[src/rtl/strand_pkg.sv]
// Shared types for the strand steering dispatcher.
package strand_pkg;
    // What happens to the instruction presented in the current cycle.
    typedef enum logic [1:0] {
        DISP_NONE   = 2'd0,  // nothing taken
        DISP_START  = 2'd1,  // new strand claims a FIFO
        DISP_FOLLOW = 2'd2,  // member of a live strand
        DISP_DROP   = 2'd3   // unmapped follower, discarded
    } disp_kind_e;
endpackage

[src/rtl/sq_fifo.sv]
// Per-element in-order FIFO. Shows its oldest entry and remembers the mark
// bit of the most recently written entry.
// Assumes: DEPTH is a power of two; caller never pushes when full nor pops
// when empty; clr wins over push and pop.
module sq_fifo #(
    parameter int W     = 8,
    parameter int DEPTH = 8
) (
    input  logic         clk,
    input  logic         rst_n,
    input  logic         clr,
    input  logic         push,
    input  logic [W-1:0] push_data,
    input  logic         push_mark,
    input  logic         pop,
    output logic         empty,
    output logic         full,
    output logic [W-1:0] head,
    output logic         tail_mark
);
    localparam int PTR_W = $clog2(DEPTH);
    localparam int CNT_W = PTR_W + 1;

    logic [W-1:0]     mem [DEPTH];
    logic [PTR_W-1:0] rd_ptr, wr_ptr;
    logic [CNT_W-1:0] cnt;

    // Storage write; contents need no reset since cnt guards reads.
    always_ff @(posedge clk) begin
        if (push) mem[wr_ptr] <= push_data;
    end

    // Pointer, occupancy and tail-mark bookkeeping.
    always_ff @(posedge clk) begin
        if (!rst_n || clr) begin
            rd_ptr    <= '0;
            wr_ptr    <= '0;
            cnt       <= '0;
            tail_mark <= 1'b0;
        end else begin
            if (push) begin
                wr_ptr    <= wr_ptr + 1'b1;
                tail_mark <= push_mark;
            end
            if (pop) rd_ptr <= rd_ptr + 1'b1;
            cnt <= cnt + CNT_W'(push) - CNT_W'(pop);
        end
    end

    // Status and head view.
    always_comb begin
        empty = (cnt == '0);
        full  = (cnt == CNT_W'(DEPTH));
        head  = mem[rd_ptr];
    end
endmodule

[src/rtl/sq_pick.sv]
// Fixed-priority picker: index of the lowest set request bit.
// Assumes: N >= 2.
module sq_pick #(
    parameter int N = 4
) (
    input  logic [N-1:0]         req,
    output logic                 any,
    output logic [$clog2(N)-1:0] idx
);
    localparam int IW = $clog2(N);

    // Scan from the top so the lowest set bit is the last to win.
    always_comb begin
        any = 1'b0;
        idx = '0;
        for (int i = N - 1; i >= 0; i--) begin
            if (req[i]) begin
                any = 1'b1;
                idx = IW'(i);
            end
        end
    end
endmodule

[src/rtl/strand_steer.sv]
// Strand steering dispatcher: routes each in-order instruction into a
// per-element FIFO chosen by accumulator identity, and offers FIFO heads to
// in-order issue. A table per logical accumulator holds {live, fifo, epoch};
// the epoch is stamped into each entry so that a closing entry releases the
// table only if no newer strand has claimed the accumulator.
// Assumes: NUM_Q >= 2, DEPTH a power of two, one instruction per cycle,
// and fewer than 2**EPOCH_W starts on one accumulator while an older
// closing entry of that accumulator waits in a FIFO.
module strand_steer
    import strand_pkg::*;
#(
    parameter int NUM_Q   = 4,
    parameter int DEPTH   = 8,
    parameter int ACC_W   = 3,
    parameter int PW      = 16,
    parameter int EPOCH_W = 6
) (
    input  logic                clk,
    input  logic                rst_n,
    input  logic                flush,
    input  logic                in_valid,
    input  logic [ACC_W-1:0]    in_acc,
    input  logic                in_start,
    input  logic                in_end,
    input  logic [PW-1:0]       in_payload,
    output logic                in_ready,
    input  logic [NUM_Q-1:0]    iss_ready,
    output logic [NUM_Q-1:0]    iss_valid,
    output logic [NUM_Q*PW-1:0] iss_payload,
    output logic                map_err
);
    localparam int QI_W  = $clog2(NUM_Q);
    localparam int N_ACC = 1 << ACC_W;
    localparam int ENT_W = PW + ACC_W + 1 + EPOCH_W;
    localparam int END_B = EPOCH_W;
    localparam int ACC_B = EPOCH_W + 1;
    localparam int PL_B  = EPOCH_W + 1 + ACC_W;

    // Accumulator table.
    logic               map_v  [N_ACC];
    logic [QI_W-1:0]    map_q  [N_ACC];
    logic [EPOCH_W-1:0] map_ep [N_ACC];

    // FIFO side.
    logic [NUM_Q-1:0] q_empty, q_full, q_tmark, q_push, q_pop;
    logic [ENT_W-1:0] q_head [NUM_Q];
    logic [ACC_W-1:0] h_acc  [NUM_Q];
    logic [EPOCH_W-1:0] h_ep [NUM_Q];
    logic [NUM_Q-1:0] h_end;

    // Steering decision.
    logic             any_empty, any_reuse;
    logic [QI_W-1:0]  idx_empty, idx_reuse, tgt_q;
    logic             hit;
    logic [EPOCH_W-1:0] wr_ep;
    logic [ENT_W-1:0] wr_ent;
    disp_kind_e       kind;

    sq_pick #(.N(NUM_Q)) pick_empty_i (
        .req(q_empty), .any(any_empty), .idx(idx_empty)
    );
    sq_pick #(.N(NUM_Q)) pick_reuse_i (
        .req(q_tmark & ~q_full), .any(any_reuse), .idx(idx_reuse)
    );

    // Choose the target FIFO and classify the presented instruction.
    always_comb begin
        hit      = map_v[in_acc];
        tgt_q    = in_start ? (any_empty ? idx_empty : idx_reuse) : map_q[in_acc];
        wr_ep    = in_start ? map_ep[in_acc] + 1'b1 : map_ep[in_acc];
        wr_ent   = {in_payload, in_acc, in_end, wr_ep};
        if (flush)
            in_ready = 1'b0;
        else if (in_start)
            in_ready = any_empty || any_reuse;
        else
            in_ready = !hit || !q_full[tgt_q];
        if (!(in_valid && in_ready))
            kind = DISP_NONE;
        else if (in_start)
            kind = DISP_START;
        else if (hit)
            kind = DISP_FOLLOW;
        else
            kind = DISP_DROP;
    end

    // Decode the write strobe and pop strobes.
    always_comb begin
        q_push = '0;
        if (kind == DISP_START || kind == DISP_FOLLOW) q_push[tgt_q] = 1'b1;
        q_pop = iss_ready & ~q_empty & {NUM_Q{~flush}};
    end

    generate
        for (genvar q = 0; q < NUM_Q; q++) begin : g_q
            sq_fifo #(.W(ENT_W), .DEPTH(DEPTH)) fifo_i (
                .clk       (clk),
                .rst_n     (rst_n),
                .clr       (flush),
                .push      (q_push[q]),
                .push_data (wr_ent),
                .push_mark (in_end),
                .pop       (q_pop[q]),
                .empty     (q_empty[q]),
                .full      (q_full[q]),
                .head      (q_head[q]),
                .tail_mark (q_tmark[q])
            );
            // Split the head entry into its fields for issue and release.
            always_comb begin
                h_ep[q]  = q_head[q][EPOCH_W-1:0];
                h_end[q] = q_head[q][END_B];
                h_acc[q] = q_head[q][ACC_B +: ACC_W];
                iss_payload[q*PW +: PW] = q_head[q][PL_B +: PW];
            end
        end
    endgenerate

    assign iss_valid = ~q_empty;

    // Table update: release on closing pops, then claims from starts win.
    always_ff @(posedge clk) begin
        if (!rst_n || flush) begin
            for (int a = 0; a < N_ACC; a++) begin
                map_v[a]  <= 1'b0;
                map_q[a]  <= '0;
                map_ep[a] <= '0;
            end
        end else begin
            for (int q = 0; q < NUM_Q; q++) begin
                if (q_pop[q] && h_end[q] && map_v[h_acc[q]] &&
                    map_q[h_acc[q]] == QI_W'(q) && map_ep[h_acc[q]] == h_ep[q])
                    map_v[h_acc[q]] <= 1'b0;
            end
            if (kind == DISP_START) begin
                map_v[in_acc]  <= 1'b1;
                map_q[in_acc]  <= tgt_q;
                map_ep[in_acc] <= wr_ep;
            end
        end
    end

    // Sticky error on a dropped unmapped follower.
    always_ff @(posedge clk) begin
        if (!rst_n || flush) map_err <= 1'b0;
        else if (kind == DISP_DROP) map_err <= 1'b1;
    end
endmodule

[config.mk]
export PLATFORM = sky130hd
export DESIGN_NAME = strand_steer
export DESIGN_NICKNAME = d
export VERILOG_FILES = /design/src/rtl/strand_pkg.sv /design/src/rtl/sq_fifo.sv /design/src/rtl/sq_pick.sv /design/src/rtl/strand_steer.sv
export SDC_FILE = /design/constraint.sdc
export NUM_CORES = 1
export LEC_CHECK = 0
export BUFFER_PORTS_ARGS = -buffer_cell sky130_fd_sc_hd__buf_2
export CORE_MARGIN = 2
export CORE_UTILIZATION = 37
export CTS_BUF_LIST = sky130_fd_sc_hd__clkbuf_16
export CTS_CLUSTER_SIZE = 8
export DETAILED_ROUTE_END_ITERATION = 12
export GPL_TIMING_DRIVEN = 0
export PLACE_DENSITY = 0.59
export SYNTH_ARGS = -nofsm -noshare
export SYNTH_HDL_FRONTEND = slang
export SYNTH_SLANG_ARGS = --single-unit
export TNS_END_PERCENT = 30
[constraint.sdc]
create_clock -name clk -period 20.1 [get_ports clk]
set_clock_uncertainty 0.15 [all_clocks]
set_input_delay 1.005 -clock clk [delete_from_list [all_inputs] [get_ports clk]]
set_output_delay 1.005 -clock clk [all_outputs]
set_load 0.02 [all_outputs]
==> results of run 1 <==
logic make-up after synthesis:
family / after synthesis
flip-flops: 961
AND/OR/NAND/NOR: 458
buffers and inverters: 151
XOR/XNOR: 46
multiplexers: 405
AO/OA/AOI/OAI: 176
adder cells (fa/ha/maj): 39
area by class of cell:
type / count / area share [%]
diodes: 1 / 0.005272
flip-flops and latches: 961 / 59.43
clock inverters: 49 / 0.9780
clock buffers: 139 / 7.328
repair buffers: 184 / 3.097
multi-input cells: 1124 / 24.08
plain buffers: 108 / 1.047
well taps: 1403 / 3.698
inverters: 43 / 0.3401
through the flow:
| step | power [mW] | setup WS, ps | utilization (%) |
|---|---|---|---|
| finish | 4.552 | 13340 | 44.21 |
| global route | 4.705 | 12990 | 44.21 |
| CTS | 4.603 | 13290 | 44.21 |
| detailed placement | 2.496 | 12550 | 40.54 |
| global placement | 2.486 | 8805 | 39.46 |
| floorplan | 2.390 | 12830 | - |
tightest hold or removal path: cells and delay by family, from the launching register on:
kind	cells	cell delay, ps
flip-flops	1	330
AO/OA/AOI/OAI	1	50
AND/OR/NAND/NOR	1	60
layer usage:
layer | share of wire, % | up-vias
met5 | 0 | -
met4 | 2.1 | 0
met3 | 5.7 | 153
met2 | 48 | 737
met1 | 44 | 11516
li1 | - | 9617
registers in the layout (all words and copies together), names as in the netlist, named ones only:
name	flops
g_q.fifo_i.mem	832
map_ep	48
g_q.fifo_i.cnt	16
map_q	16
g_q.fifo_i.rd_ptr	12
g_q.fifo_i.wr_ptr	12
map_v	8
g_q.fifo_i.tail_mark	4
map_err	1
power by group through the flow:
| stage | clock (mW) | sequential (mW) | combinational, mW |
|---|---|---|---|
| 3_3_place_gp | 0 | 2.28 | 0.210 |
| 2_1_floorplan | 0 | 2.26 | 0.127 |
| 6_report | 2.10 | 2.24 | 0.218 |
| 5_1_grt | 2.23 | 2.24 | 0.236 |
| 3_5_place_dp | 0 | 2.27 | 0.221 |
| 4_1_cts | 2.14 | 2.24 | 0.222 |
worst paths after layout:
path / depth (start not counted) / to / startpoint
setup / recovery: 16 / g_q[0].fifo_i.mem[5][20]$_DFFE_PP_ / in_acc[1]
hold / removal: 2 / g_q[3].fifo_i.tail_mark$_SDFFE_PP0P_ / g_q[3].fifo_i.tail_mark$_SDFFE_PP0P_
setup reg to reg: 16 / g_q[0].fifo_i.mem[5][20]$_DFFE_PP_ / g_q[2].fifo_i.cnt[2]$_SDFF_PP0_
hold reg to reg: 2 / g_q[3].fifo_i.tail_mark$_SDFFE_PP0P_ / g_q[3].fifo_i.tail_mark$_SDFFE_PP0P_
layout by cell type, fill, tap and decap left out, types with 27 or more instances in the layout:
cell and n:
mux4_2 214, nor2_1 141, clkbuf_1 50, buf_2 126, buf_4 31, edfxtp_1 896, mux2_2 90, dfxtp_1 65
a21oi_1 41, clkbuf_16 139, buf_6 50, inv_1 72, mux2i_1 98, nand3_1 27, ha_1 35, nand2_1 147
==> qor.txt, run 1 <==
Final Non-Filler Cells -> 4012
IO Count -> 99
Sw Pwr -> 1.020 mW
Design Area, Final -> 47460 um2
Initial antenna violation count -> 0
Xor-xnor portion of the synthesized cell area -> 1.004%
Core area -> 107400 um2
Initial Util -> 37.36%
Most frequent cells after synthesis -> 896 x edfxtp_1, 214 x mux4_2, 147 x nand2_1, 147 x nor2_1, 98 x mux2i_1
Post-CTS Setup Inserts -> 0
DRC Markers -> 0
WL final -> 106400 um
YS warnings -> 0
CP Class -> in2reg
Initial DRT Pass Iterations -> 5
Largest family of logic cells by synthesized area -> multiplexers
Die Ht -> 333.3 um
Max capacitance violation total -> 0
FILL cells -> 9186
Worst-path fanout max -> 33
Pleak -> 15.36 nW
Starting DRC count in detailed routing -> 2182
P_int -> 3.533 mW
Status -> complete, no violations
HPWL after DPL -> 74720 um
Worst path arrival time -> 7030 ps
Setup TNS -> 0 ps
VDD IR max -> 0.07281 mV
Number of hold buffers added after cts -> 0
Global Route met3 Usage -> 3.343%
Post-synthesis adder-cell area fraction -> 1.291%
Sequential standard cell area -> 28210 um2
RSZ-0062 raised after global routing -> false
CP bufs+invs -> 5
# rows -> 120
Clk pwr share -> 46.0%
Slew Limit Fails -> 0
Area share of the leading cell type in the synthesized netlist -> 67.08%
Layout net count -> 2629
Top-count cell post-synth -> edfxtp_1
First-pass GRT wire length -> 156800 um
CP Capture Type -> flop
CP max-delay cell -> nor3b_2
H-Tree Depth -> 4
Die Footprint -> 111100 um2
Tmin final -> 6757 ps
GR Util All Layers -> 19.30%
PD cells -> 95.91 nW/um2
Busiest grt layer -> met2
CTS Root Cell -> clkbuf_16
Top delay family on crit path -> buffers and inverters
Cts bufs inserted -> 139
Relative slew slack -> 18.73%
Total gr overflow -> 0
WL per Instance -> 26.53 um
M1 GR Usage -> 26.79%
Combinational cell fraction of total power -> 4.8%
Fin Hold WS -> 334.6 ps
Hold WC Path Type -> reg2reg
Crit start category -> input pin
# resized after CTS -> 0
Syn Inst Count -> 2236
Clock Path Buffers -> 3
Critical-path cell list -> buf_2, clkbuf_1, mux4_2, mux2i_1, nor2_1, a21oi_1, clkbuf_1, mux4_2, o31a_1, nand3b_1, ha_1, and3b_1, clkbuf_1, nand2_1, nor3b_2, buf_6
CP most frequent cell -> clkbuf_1
Sw frac -> 22.40%
Reg-to-reg slack, setup -> 14120 ps
Dpl cell area -> 43520 um2
Reg power frac -> 49.2%
Seq/Total Area, Yosys -> 70.32%
Vias -> 22.02k
Worst-Skew Late Latency -> 750 ps
Die Width -> 333.3 um
Clock Sinks -> 961
Placer congestion estimate -> 0.9687
DRT antenna net count -> 0
Largest net degree at the start of global routing -> 37
Syn_area_per_cell -> 17.94 um2
Register bit total from synthesis -> 961
Synth Area in Compound Gates -> 3.175%
Area Overhead vs Synth -> 18.33%
Fraction of registers with async set/reset -> 0%
Synthesized area -> 40110 um2
Multi-input gate area -> 11430 um2
Post-synthesis cell type count -> 76
Max Freq -> 148.0 MHz
Setup violators final -> 0
CTS tree -> yes
Layout cells sized above 1 -> 28.03%
WP data required -> 20370 ps
Post-synthesis mux area share -> 17.13%
Placed Cells -> 3823
Largest area contributor in the netlist -> edfxtp_1
Number of global-route vias before repair -> 22.64k
Final period util -> 33.62%
Post-Synth Simple-Gate Area -> 5.431%
Port Buffers -> 98
Mapped Nets -> 2304
Post-synth EDFFs -> 896
Met2 GRT Util -> 31.39%
CP max stage delay -> 880 ps
Worst-Margin Slew -> 1219 ps
Final hold violations -> 0
Drt via density -> 5.489
Worst-path clk slew -> 50 ps
Top cells by area, synth -> edfxtp_1 67%, mux4_2 12%, dfxtp_1 3.2%
Ys flop type -> edfxtp_1
Note: power is estimated with default switching activity, not from simulation.
==> inputs of run 2 (changes only) <==
Clock period 20.1 ns to 6.9 ns, I/O delays scaled along.
==> run 2 against run 1 <==
  * Sequential power rose to 2.9 times the previous value
  * Core utilization up 0.12 points
  * Power grew to 2.9 times the previous value
  * Critical path type unchanged
  * Via count about the same
  * Global-route usage is essentially flat
  * Largest power group unchanged
==> qor.txt, run 2 (synthesis results as in run 1) <==
Status -> complete, no violations
DP Worst Slack -> 5.636 ps (-12540 ps)
Number of hold buffers added after cts -> 13 (+13)
Final hold violations -> 0 (unchanged)
Total Power -> 13.27 mW (+190%)
# rows -> 120 (unchanged)
Final period util -> 88.19%
Initial Util -> 37.36% (unchanged)
Worst-path fanout max -> 33 (unchanged)
Fin worst setup slack -> 814.7 ps (-12530 ps)
Worst-Margin Slew -> 1216 ps (-3.278 ps)
Final Util -> 44.33% (+0.12 points)
Most frequent cells in the layout -> 896 x edfxtp_1, 214 x mux4_2, 147 x nand2_1
Core area -> 107400 um2 (unchanged)
PD cells -> 278.8 nW/um2 (+190%)
Total gr overflow -> 0 (unchanged)
Reg-to-reg slack, setup -> 930 ps (-13190 ps)
HPWL after DPL -> 74720 um (unchanged)
Placer congestion estimate -> 0.9687 (unchanged)
Worst-path clk slew -> 50 ps (about the same)
Cts bufs inserted -> 139 (unchanged)
Initial antenna violation count -> 0 (unchanged)
DRT antenna net count -> 0 (unchanged)
Post-CTS Setup Inserts -> 0 (unchanged)
Drt via density -> 5.472 (-0.31%)
Clock Path Buffers -> 3 (unchanged)
CP Capture Type -> flop
Hold EP -> g_q[2].fifo_i.mem[4][24]$_DFFE_PP_
GR Util All Layers -> 19.32% (+0.021 points)
RSZ-0062 raised after global routing -> false
Final Non-Filler Cells -> 4024 (+0.30%)
DRC Markers -> 0 (unchanged)
Layout cells sized above 1 -> 27.89% (-0.14 points)
Clock Sinks -> 961 (unchanged)
Crit start category -> input pin
Area Overhead vs Synth -> 18.65%
Pleak -> 15.41 nW (+0.35%)
CP Class -> in2reg
WP data required -> 7180 ps (-13190 ps)
Setup violators final -> 0 (unchanged)
CTS Root Cell -> clkbuf_16
FF-to-FF path depth -> 16 (unchanged)
Vias -> 22.02k (-0.0091%)
Layout net count -> 2642 (+0.49%)
CP max stage delay -> 900 ps (+20 ps)
FF-to-FF Start -> g_q[2].fifo_i.cnt[2]$_SDFF_PP0_
CP most frequent cell -> clkbuf_1
Hold path start -> in_payload[14]
Starting DRC count in detailed routing -> 2040 (-6.5%)
Worst path arrival time -> 6360 ps (-670 ps)
First-pass GRT wire length -> 157000 um (+0.14%)
Tmin final -> 6085 ps
Worst-Skew Late Latency -> 750 ps (about the same)
Initial DRT Pass Iterations -> 6 (+1)
Number of antenna diodes -> 0 (-1)
Number of global-route vias before repair -> 22.69k (+0.19%)
Die Footprint -> 111100 um2 (unchanged)
Die Ht -> 333.3 um (unchanged)
CTS tree -> yes
Max Freq -> 164.3 MHz
Die Width -> 333.3 um (unchanged)
IO Count -> 99 (unchanged)
Relative slew slack -> 18.95% (+0.22 points)
Critical R2R Capture -> g_q[0].fifo_i.mem[5][20]$_DFFE_PP_
Biggest regs -> g_q.fifo_i.mem (832), map_ep (48)
Biggest register -> g_q.fifo_i.mem
WL final -> 106500 um (about the same)
CP max-delay cell -> nor3b_2
VDD IR max -> 0.2124 mV (+190%)
Largest net degree at the start of global routing -> 37 (unchanged)
Hold depth -> 1 (-1)
Port Buffers -> 98 (unchanged)
Placed Cells -> 3823 (unchanged)
Hold WC Path Type -> in2reg
# resized after CTS -> 0 (unchanged)
Max reg flops -> 832 (unchanged)
WL per Instance -> 26.46 um (-0.27%)
Max capacitance violation total -> 0 (unchanged)
Slew Limit Fails -> 0 (unchanged)
H-Tree Depth -> 4 (unchanged)
Critical-path cell list -> buf_2, clkbuf_1, buf_1, clkbuf_1, mux4_2, mux2i_1, o31a_1, nand3b_1, ha_1, and3b_1, clkbuf_1, nand2_1, nor3b_2, buf_6
Commonest non-fill, non-tap cell in the layout -> edfxtp_1
==> run 2: cell count changes in the layout (fill, tap and decap cells not counted), sizes merged <==
cell / before / now
diode: 1 / 0
dlygate4sd3: 0 / 13
==> run 2: per-layer routing <==
metal / part of all wire (%) / global-route usage, % / vias up
li1: - / - / 9635
met1: 44 / 26.83 / 11563
met2: 48 / 31.42 / 677
met3: 5.2 / 3.337 / 146
met4: 2.1 / 5.276 / 0
met5: 0 / 0 / -
==> run 2: layout make-up <==
class	instances	area, um2
Fill cell	9189	59760
Sequential cell	961	28210
Multi-Input combinational cell	1124	11430
Clock buffer	139	3478
Tap cell	1403	1755
Timing Repair Buffer	197	1600
Buffer	108	496.7
Clock inverter	49	464.2
Inverter	43	161.4
==> run 2: worst max path at each step <==
stage	slack, ps	startpoint	endpoint	depth (start not counted)
floorplan	240	g_q[2].fifo_i.cnt[2]$_SDFF_PP0_	g_q[1].fifo_i.mem[2][0]$_DFFE_PP_	14
global placement	-3730	in_acc[1]	g_q[3].fifo_i.mem[1][20]$_DFFE_PP_	14
detailed placement	6	in_acc[1]	g_q[0].fifo_i.mem[4][20]$_DFFE_PP_	16
CTS	750	in_acc[1]	g_q[0].fifo_i.mem[4][17]$_DFFE_PP_	16
global route	450	in_acc[1]	g_q[0].fifo_i.mem[4][17]$_DFFE_PP_	16
finish	810	in_acc[2]	g_q[0].fifo_i.mem[5][20]$_DFFE_PP_	14
==> run 2: critical path: cells and delay by family <==
| family | cells | cell delay [ps] |
|---|---|---|
| AO/OA/AOI/OAI | 1 | 190 |
| adder cells (fa/ha/maj) | 1 | 350 |
| buffers and inverters | 6 | 3200 |
| multiplexers | 2 | 630 |
| AND/OR/NAND/NOR | 4 | 1580 |
==> run 2: where the power goes <==
part	total (mW)	switching, mW	internal (mW)	leakage [nW]
Combinational	0.643	0.433	0.210	4.65
Clock	6.10	2.48	3.62	2.01
Sequential	6.52	0.0566	6.47	8.75
Total	13.3	2.97	10.3	15.4
==> run 2: through the flow <==
| step | hold slack, ps | instance area [um2] | setup TNS, ps |
|---|---|---|---|
| detailed placement | 324.4 | 43520 | 0 |
| global placement | 321.5 | 42360 | -1929150 |
| CTS | 4.793 | 47590 | 0 |
| global route | 32.80 | 47590 | 0 |
| finish | 29.94 | 47590 | 0 |
| floorplan | 293.9 | 40110 | 0 |
